--- src/rtl/watch_pkg.sv ---
package watch_pkg;
    localparam int unsigned VA_W       = 32;
    localparam int unsigned ASID_W     = 8;
    localparam int unsigned MASK_W     = 9;
    localparam int unsigned DW_LSB     = 3;
    localparam int unsigned TAG_W      = VA_W - DW_LSB;
    localparam int unsigned N_PORTS    = 2;
    // qualifier register bit positions
    localparam int unsigned Q_MASK_LSB = DW_LSB;
    localparam int unsigned Q_ASID_LSB = 16;
    localparam int unsigned Q_GLOB_BIT = VA_W - 2;
    localparam int unsigned Q_PEND_BIT = VA_W - 1;

    typedef struct packed {
        logic [TAG_W-1:0] tag;
        logic             en_fetch;
        logic             en_load;
        logic             en_store;
    } wadr_t;

    typedef struct packed {
        logic              glob;
        logic [ASID_W-1:0] asid;
        logic [MASK_W-1:0] mask;
    } wqual_t;

    typedef struct packed {
        wadr_t  adr;
        wqual_t qual;
    } wregs_t;

    typedef struct packed {
        logic exc;
        logic pend;
    } wdefer_t;
endpackage

--- src/rtl/watch_cmp.sv ---
module watch_cmp
    import watch_pkg::*;
(
    input  logic [TAG_W-1:0]  tag,
    input  logic [MASK_W-1:0] mask,
    input  logic              asid_ok,
    input  logic              valid,
    input  logic              enable,
    input  logic [VA_W-1:0]   addr,
    output logic              hit
);
    logic [TAG_W-1:0] ignore;
    logic [TAG_W-1:0] diff;

    always_comb begin
        ignore             = '0;
        ignore[MASK_W-1:0] = mask;
        diff               = (addr[VA_W-1:DW_LSB] ^ tag) & ~ignore;
        hit                = valid && enable && asid_ok && (diff == '0);
    end
endmodule

--- src/rtl/watch_regs.sv ---
module watch_regs
    import watch_pkg::*;
(
    input  logic            clk,
    input  logic            cold_rst_n,
    input  logic            warm_rst_n,
    input  logic            sel,
    input  logic            we,
    input  logic [VA_W-1:0] wdata,
    input  logic            pend_in,
    output wadr_t           adr,
    output wqual_t          qual,
    output logic [VA_W-1:0] rdata,
    output logic            sw_clr
);
    wregs_t r_d, r_q;

    always_comb begin
        r_d    = r_q;
        sw_clr = 1'b0;
        if (we && warm_rst_n) begin
            if (!sel) begin
                r_d.adr = wadr_t'(wdata);
            end else begin
                r_d.qual.glob = wdata[Q_GLOB_BIT];
                r_d.qual.asid = wdata[Q_ASID_LSB +: ASID_W];
                r_d.qual.mask = wdata[Q_MASK_LSB +: MASK_W];
                sw_clr        = !wdata[Q_PEND_BIT];
            end
        end
        rdata = '0;
        if (!sel) begin
            rdata = VA_W'(r_q.adr);
        end else begin
            rdata[Q_PEND_BIT]               = pend_in;
            rdata[Q_GLOB_BIT]               = r_q.qual.glob;
            rdata[Q_ASID_LSB +: ASID_W]     = r_q.qual.asid;
            rdata[Q_MASK_LSB +: MASK_W]     = r_q.qual.mask;
        end
    end

    always_ff @(posedge clk) begin
        if (!cold_rst_n) begin
            r_q.adr.en_fetch <= 1'b0;
            r_q.adr.en_load  <= 1'b0;
            r_q.adr.en_store <= 1'b0;
        end else begin
            r_q <= r_d;
        end
    end

    assign adr  = r_q.adr;
    assign qual = r_q.qual;
endmodule

--- src/rtl/watch_defer.sv ---
module watch_defer
    import watch_pkg::*;
(
    input  logic clk,
    input  logic cold_rst_n,
    input  logic warm_rst_n,
    input  logic exl,
    input  logic erl,
    input  logic hit,
    input  logic sw_clr,
    output logic exc,
    output logic pend
);
    wdefer_t s_d, s_q;
    logic    blocked;

    always_comb begin
        s_d     = s_q;
        blocked = exl || erl;
        if (!warm_rst_n) begin
            s_d.exc = 1'b0;
        end else begin
            s_d.exc = !blocked && (hit || s_q.pend);
            if (sw_clr)         s_d.pend = 1'b0;
            if (!blocked)       s_d.pend = 1'b0;
            if (blocked && hit) s_d.pend = 1'b1;
        end
    end

    always_ff @(posedge clk) begin
        if (!cold_rst_n) s_q <= '0;
        else             s_q <= s_d;
    end

    assign exc  = s_q.exc;
    assign pend = s_q.pend;
endmodule

--- src/rtl/watch_unit.sv ---
module watch_unit
    import watch_pkg::*;
(
    input  logic              clk,
    input  logic              cold_rst_n,
    input  logic              warm_rst_n,
    input  logic              reg_sel,
    input  logic              reg_we,
    input  logic [VA_W-1:0]   reg_wdata,
    output logic [VA_W-1:0]   reg_rdata,
    input  logic              if_valid,
    input  logic [VA_W-1:0]   if_addr,
    input  logic              d_valid,
    input  logic              d_is_store,
    input  logic [VA_W-1:0]   d_addr,
    input  logic [ASID_W-1:0] cur_asid,
    input  logic              exl,
    input  logic              erl,
    output logic              watch_exc,
    output logic              watch_pend
);
    wadr_t             adr;
    wqual_t            qual;
    logic              sw_clr;
    logic              asid_ok;
    logic              hit_any;
    logic [2:0]        en_vec;
    logic [N_PORTS-1:0] p_valid, p_en, p_hit;
    logic [VA_W-1:0]   p_addr [N_PORTS];

    watch_regs u_regs (
        .clk(clk), .cold_rst_n(cold_rst_n), .warm_rst_n(warm_rst_n),
        .sel(reg_sel), .we(reg_we), .wdata(reg_wdata), .pend_in(watch_pend),
        .adr(adr), .qual(qual), .rdata(reg_rdata), .sw_clr(sw_clr)
    );

    always_comb begin
        asid_ok    = qual.glob || (cur_asid == qual.asid);
        en_vec     = {adr.en_fetch, adr.en_load, adr.en_store};
        p_valid[0] = if_valid;
        p_en[0]    = adr.en_fetch;
        p_addr[0]  = if_addr;
        p_valid[1] = d_valid;
        p_en[1]    = d_is_store ? adr.en_store : adr.en_load;
        p_addr[1]  = d_addr;
    end

    for (genvar p = 0; p < N_PORTS; p++) begin : g_port
        watch_cmp u_cmp (
            .tag(adr.tag), .mask(qual.mask), .asid_ok(asid_ok),
            .valid(p_valid[p]), .enable(p_en[p]), .addr(p_addr[p]),
            .hit(p_hit[p])
        );
    end

    assign hit_any = |p_hit;

    watch_defer u_defer (
        .clk(clk), .cold_rst_n(cold_rst_n), .warm_rst_n(warm_rst_n),
        .exl(exl), .erl(erl), .hit(hit_any), .sw_clr(sw_clr),
        .exc(watch_exc), .pend(watch_pend)
    );
endmodule

--- config.mk ---
export PLATFORM = sky130hd
export DESIGN_NAME = watch_unit
export DESIGN_NICKNAME = d
export VERILOG_FILES = /design/src/rtl/watch_pkg.sv /design/src/rtl/watch_cmp.sv /design/src/rtl/watch_regs.sv /design/src/rtl/watch_defer.sv /design/src/rtl/watch_unit.sv
export SDC_FILE = /design/constraint.sdc
export NUM_CORES = 1
export LEC_CHECK = 0
export BUFFER_PORTS_ARGS = -buffer_cell sky130_fd_sc_hd__buf_2
export CORE_ASPECT_RATIO = 1.5
export CORE_MARGIN = 2
export CORE_UTILIZATION = 49
export DETAILED_ROUTE_END_ITERATION = 7
export MAX_ROUTING_LAYER = met4
export PLACE_DENSITY = 0.86
export SETUP_SLACK_MARGIN = 0.5
export SYNTH_ARGS = -nofsm -noshare
export SYNTH_HDL_FRONTEND = slang
export SYNTH_HIERARCHICAL = 1
export SYNTH_SLANG_ARGS = --single-unit
--- constraint.sdc ---
create_clock -name clk -period 7.4 [get_ports clk]
set_input_delay 1.48 -clock clk [delete_from_list [all_inputs] [get_ports clk]]
set_output_delay 1.48 -clock clk [all_outputs]
set_load 0.01 [all_outputs]
==> impl_metrics.yaml, run 1 <==
final_layout:
  nets: 472
  drive_gt1_frac: 0.479
  final_design_area_no_fill_um2: 3630
  num-fill-cells: 441
  stdcell_count: 429
  n_antenna_cell: 0
  finish.utilization: 0.661
  area_growth_pct: 30.5
worst_setup_path:
  worstSetupStartpoint: "reg_sel"
  cp.required_ns: 5.92
  crit_type: "primary input to output port"
  critPathMaxFanout: 35
  cp-start-kind: "primary input"
  worst_setup_path_end_kind: "output port"
  rr_worst_depth: 9
  r2r_start: "u_regs/qual[15]$_DFFE_PP_"
  crit_arrival_ns: 2.65
pwr:
  finalPower_mw: 0.588
  powerDensity_nw_per_um2: 162
  p_leak_nw: 1.45
  peakVddDrop_uv: 154
sta:
  worstMarginPinSlew_ns: 0.985
  layout_setup_ws_ns: 3.27
  maxSlewViolCount: 0
  post-route-period-util: 0.558
  hold_viol: 0
  period_needed_ns: 4.13
  finalSetupViolCount: 0
  slew_headroom: 0.343
  fin_skew_ns: 0.00382
  max_freq_ghz: 0.242
  whs_ns: 0.482
  rsz0062_at_grt: "false"
  tns_ns: 0
cts:
  clkLatencyLatePin_ns: 0.30
  cts_tree: "done"
  h-tree-depth: 2
  cts.sink_count: 52
  cts_buffers: 5
  clockBufferDepth: 2
  postCtsHoldBufs: 0
  ctsResizeCount: 0
  clk_pin_slew_worst_paths_ns: 0.09
  postCtsSetupRepairBufs: 0
  cts-root-buf: "clkbuf_8"
global_route:
  antenna_found_initial: 0
  grt_pass1_vias: 2314
  global_route.overflow_total: 0
  grt_usage: 0.218
  grt_pass1_wl_um: 9860
  grt_max_degree: 36
worst_hold_path:
  min_from: "u_regs/adr[2]$_SDFFE_PN0P_"
  hold_class: "flip-flop to flip-flop"
  hold_depth: 2
placed_design:
  gp_congestion: 0.835
  pre_cts_ws_ns: 3.26
  dp.cells: 421
  dpl.hpwl_um: 5190
  placed_cell_area_um2: 3550
  io_buffer_count: 141
run:
  maxCapViolations: 0
synth:
  ys_types: 25
  ys_warn_count: 6
  ys_seq_area_frac: 0.543
  synth_nets: 328
  synth_cells: 214
  synth_area_um2: 2780
  syn_avg_cell_area_um2: 13.0
  yosys_register_bits: 52
routing:
  finalWirelength_um: 6500
  dr.pass1.iters: 4
  via_per_inst: 4.95
  drtAntennaViolNets: 0
  drtIter0Drc: 42
  drc: 0
  vias: 2125
  wire_per_inst_um: 15.2
floorplan:
  die_x_um: 65.5
  dieArea_um2: 6310
  core-area_um2: 5490
  rows: 33
  io_pins: 148
  die_h_um: 96.3
  initial_core_util: 0.506
outcome:
  outcome: "completed"
## cell usage in the layout, fill, tap and decap left out, types with 5 or more instances in the layout
cell and count:
nor2b_1 13, buf_2 141, mux2_2 20, xnor2_1 60, clkbuf_8 5, dfxtp_1 5
xor2_1 6, nand2_1 8, nor2_1 8, o22ai_1 8, nand4_1 10, edfxtp_1 47
## cells in the mapped netlist (all sizes together)
| library cell | n | share of area |
|---|---|---|
| mux2 | 20 | 0.081 |
| or2 | 1 | 0.0023 |
| mux2i | 3 | 0.011 |
| inv | 2 | 0.0027 |
| and3b | 1 | 0.0031 |
| nor4 | 3 | 0.0067 |
| a221oi | 1 | 0.0054 |
| buf | 5 | 0.014 |
| xnor2 | 60 | 0.19 |
| edfxtp | 47 | 0.51 |
| o2111a | 1 | 0.0040 |
| o22ai | 8 | 0.018 |
| nand4 | 10 | 0.022 |
| a21bo | 1 | 0.0036 |
| dfxtp | 5 | 0.036 |
| nor2 | 10 | 0.013 |
| nand2 | 8 | 0.011 |
| a41o | 1 | 0.0036 |
| nor2b | 13 | 0.029 |
| xor2 | 6 | 0.019 |
| and4 | 2 | 0.0063 |
| nand3 | 3 | 0.0054 |
| nor3 | 3 | 0.0054 |
## registers in the layout, summed over array words and instances, names as in the netlist
| name | cells |
|---|---|
| u_defer/exc | 1 |
| u_regs/adr | 32 |
| u_regs/qual | 18 |
| u_defer/pend | 1 |
## report_power, final
| part | internal (mW) | switching, mW | total, mW |
|---|---|---|---|
| Combinational | 0.0544 | 0.0426 | 0.0970 |
| Sequential | 0.330 | 0.00739 | 0.337 |
| Clock | 0.0657 | 0.0879 | 0.154 |
| Total | 0.450 | 0.138 | 0.588 |
## routing by layer
metal	vias up	track usage	share of wire
li1	1058	-	-
met1	961	0.212	0.36
met2	92	0.422	0.56
met3	14	0.0316	0.058
met4	0	0.0885	0.027
met5	-	-	0
## final cells by class
cell class              instances  area [µm²]  share of cell area
clock buffers                   6        72.6              0.0200
inverters                       2        7.51             0.00207
multi-input cells             155        1230               0.338
repair buffers                142         713               0.196
clock inverters                 2        11.3             0.00310
flip-flops and latches         52        1510               0.416
well taps                      70        87.6              0.0241
## worst max-delay path, stage by stage
cell,delay [ns]
buf_2,0.60
mux2_2,0.42
buf_2,0.14
## logic make-up after synthesis
| family | count (synthesis) | synth area share |
|---|---|---|
| multiplexers | 23 | 0.0918 |
| flip-flops | 52 | 0.543 |
| AND/OR/NAND/NOR | 54 | 0.105 |
| AO/OA/AOI/OAI | 12 | 0.0346 |
| buffers and inverters | 7 | 0.0171 |
| XOR/XNOR | 66 | 0.208 |
## final timing paths
kind / to / slack (ns)
max: reg_rdata[5] / 3.27
min: u_regs/adr[2]$_SDFFE_PN0P_ / 0.48
max reg2reg: u_defer/pend$_SDFFE_PN0P_ / 5.27
min reg2reg: u_regs/adr[2]$_SDFFE_PN0P_ / 0.48
Note: power is estimated with default switching activity, not from simulation.
==> run 2, diff against run 1 <==
- CORE_UTILIZATION: 49 -> 45
- PLACE_DENSITY: 0.86 -> 0.8
- clock period: 7.4 -> 4.35 ns (I/O delays scaled with it)
==> impl_metrics.yaml, run 2 (synthesis results as in run 1) <==
outcome:
  outcome: "completed"
final_layout:
  mostFrequentLayoutCells: "buf_2, xnor2_1, edfxtp_1"
  final_design_area_no_fill_um2: 3640
  finish.utilization: 0.602
  regMostFlops: "u_regs/adr"
  drive_gt1_frac: 0.480
  n_antenna_cell: 0
  nets: 471
  final_common_cell: "buf_2"
  largest_register_ffs: 32
  area_growth_pct: 30.9
worst_setup_path:
  worst_setup_path_end_kind: "output port"
  rr_worst_depth: 9
  reg2reg_slack_ns: 2.16
  crit_type: "primary input to output port"
  worstSetupStartpoint: "reg_sel"
  crit_arrival_ns: 2.06
  r2r_start: "u_regs/qual[14]$_DFFE_PP_"
  critPathMaxFanout: 35
  cp.required_ns: 3.48
  cp-start-kind: "primary input"
floorplan:
  die_h_um: 100
  die_x_um: 68.2
  core-area_um2: 6040
  rows: 35
  io_pins: 148
  initial_core_util: 0.460
  dieArea_um2: 6840
pwr:
  powerDensity_nw_per_um2: 278
  p_leak_nw: 1.46
  peakVddDrop_uv: 280
  clockPowerShare: 0.270
  pwr-share-comb: 0.163
  internal_power_mw: 0.769
  p_seq_frac: 0.567
  netSwitchingPower_mw: 0.242
  switching_share: 0.240
cts:
  clockBufferDepth: 2
  cts.sink_count: 52
  cts_tree: "done"
  clkLatencyLatePin_ns: 0.30
  clk_pin_slew_worst_paths_ns: 0.09
  postCtsSetupRepairBufs: 0
  cts_buffers: 5
  cts-root-buf: "clkbuf_8"
  ctsResizeCount: 0
  postCtsHoldBufs: 0
  h-tree-depth: 2
sta:
  rsz0062_at_grt: "false"
  finalSetupViolCount: 0
  whs_ns: 0.498
  tns_ns: 0
  slew_headroom: 0.330
  worstMarginPinSlew_ns: 1.00
  hold_viol: 0
  post-route-period-util: 0.674
  fin_skew_ns: 0.00193
  maxSlewViolCount: 0
  period_needed_ns: 2.93
  max_freq_ghz: 0.341
global_route:
  grt_max_degree: 36
  grt_pass1_wl_um: 9600
  global_route.overflow_total: 0
  grt_usage: 0.196
  antenna_found_initial: 0
  grt_pass1_vias: 2200
routing:
  via_per_inst: 4.99
  finalWirelength_um: 6490
  vias: 2154
  drtIter0Drc: 56
  wire_per_inst_um: 15.0
  dr.pass1.iters: 4
  drc: 0
  drtAntennaViolNets: 0
placed_design:
  io_buffer_count: 141
  placed_cell_area_um2: 3550
  gp_congestion: 0.835
  dpl.hpwl_um: 5200
run:
  maxCapViolations: 0
worst_hold_path:
  hold_depth: 2
  min_from: "u_regs/adr[2]$_SDFFE_PN0P_"
  hold_class: "flip-flop to flip-flop"
## run 2: final timing paths
| check | endpoint |
|---|---|
| worst max-delay path | reg_rdata[10] |
| worst min-delay path | u_regs/adr[2]$_SDFFE_PN0P_ |
| worst max register to register | u_defer/pend$_SDFFE_PN0P_ |
| worst min register to register | u_regs/adr[2]$_SDFFE_PN0P_ |
## run 2: metrics by stage
step | total power [mW] | instances | worst slack (ns)
floorplan | 0.668 | 214 | 1.53
global placement | 0.746 | 424 | 1.40
detailed placement | 0.751 | 424 | 1.40
CTS | 1.02 | 432 | 1.41
global route | 1.06 | 432 | 1.35
finish | 1.01 | 432 | 1.42
## run 2: final cells by class
type,instances,area [µm²]
clock buffers,5,68.8
clock inverters,3,21.3
fillers,501,2400
inverters,2,7.51
multi-input cells,155,1230
flip-flops and latches,52,1510
well taps,74,92.6
repair buffers,141,706
## run 2: worst max-delay path, cell delays in order
cell and delay, ns:
buf_2 0.62, mux2_2 0.42, buf_2 0.14
## run 2: metal layers
metal | global-route usage | part of all wire | vias to the layer above
met2 | 0.356 | 0.55 | 91
met1 | 0.204 | 0.36 | 993
met4 | 0.0708 | 0.026 | 0
met5 | - | 0 | -
met3 | 0.0325 | 0.054 | 13
li1 | - | - | 1057
## run 2: power groups by stage
stage | Clock [mW] | Combinational [mW] | Sequential [mW]
3_3_place_gp | 0 | 0.162 | 0.584
5_1_grt | 0.304 | 0.180 | 0.575
2_1_floorplan | 0 | 0.0860 | 0.582
6_report | 0.273 | 0.165 | 0.573
4_1_cts | 0.284 | 0.167 | 0.574
3_5_place_dp | 0 | 0.166 | 0.585
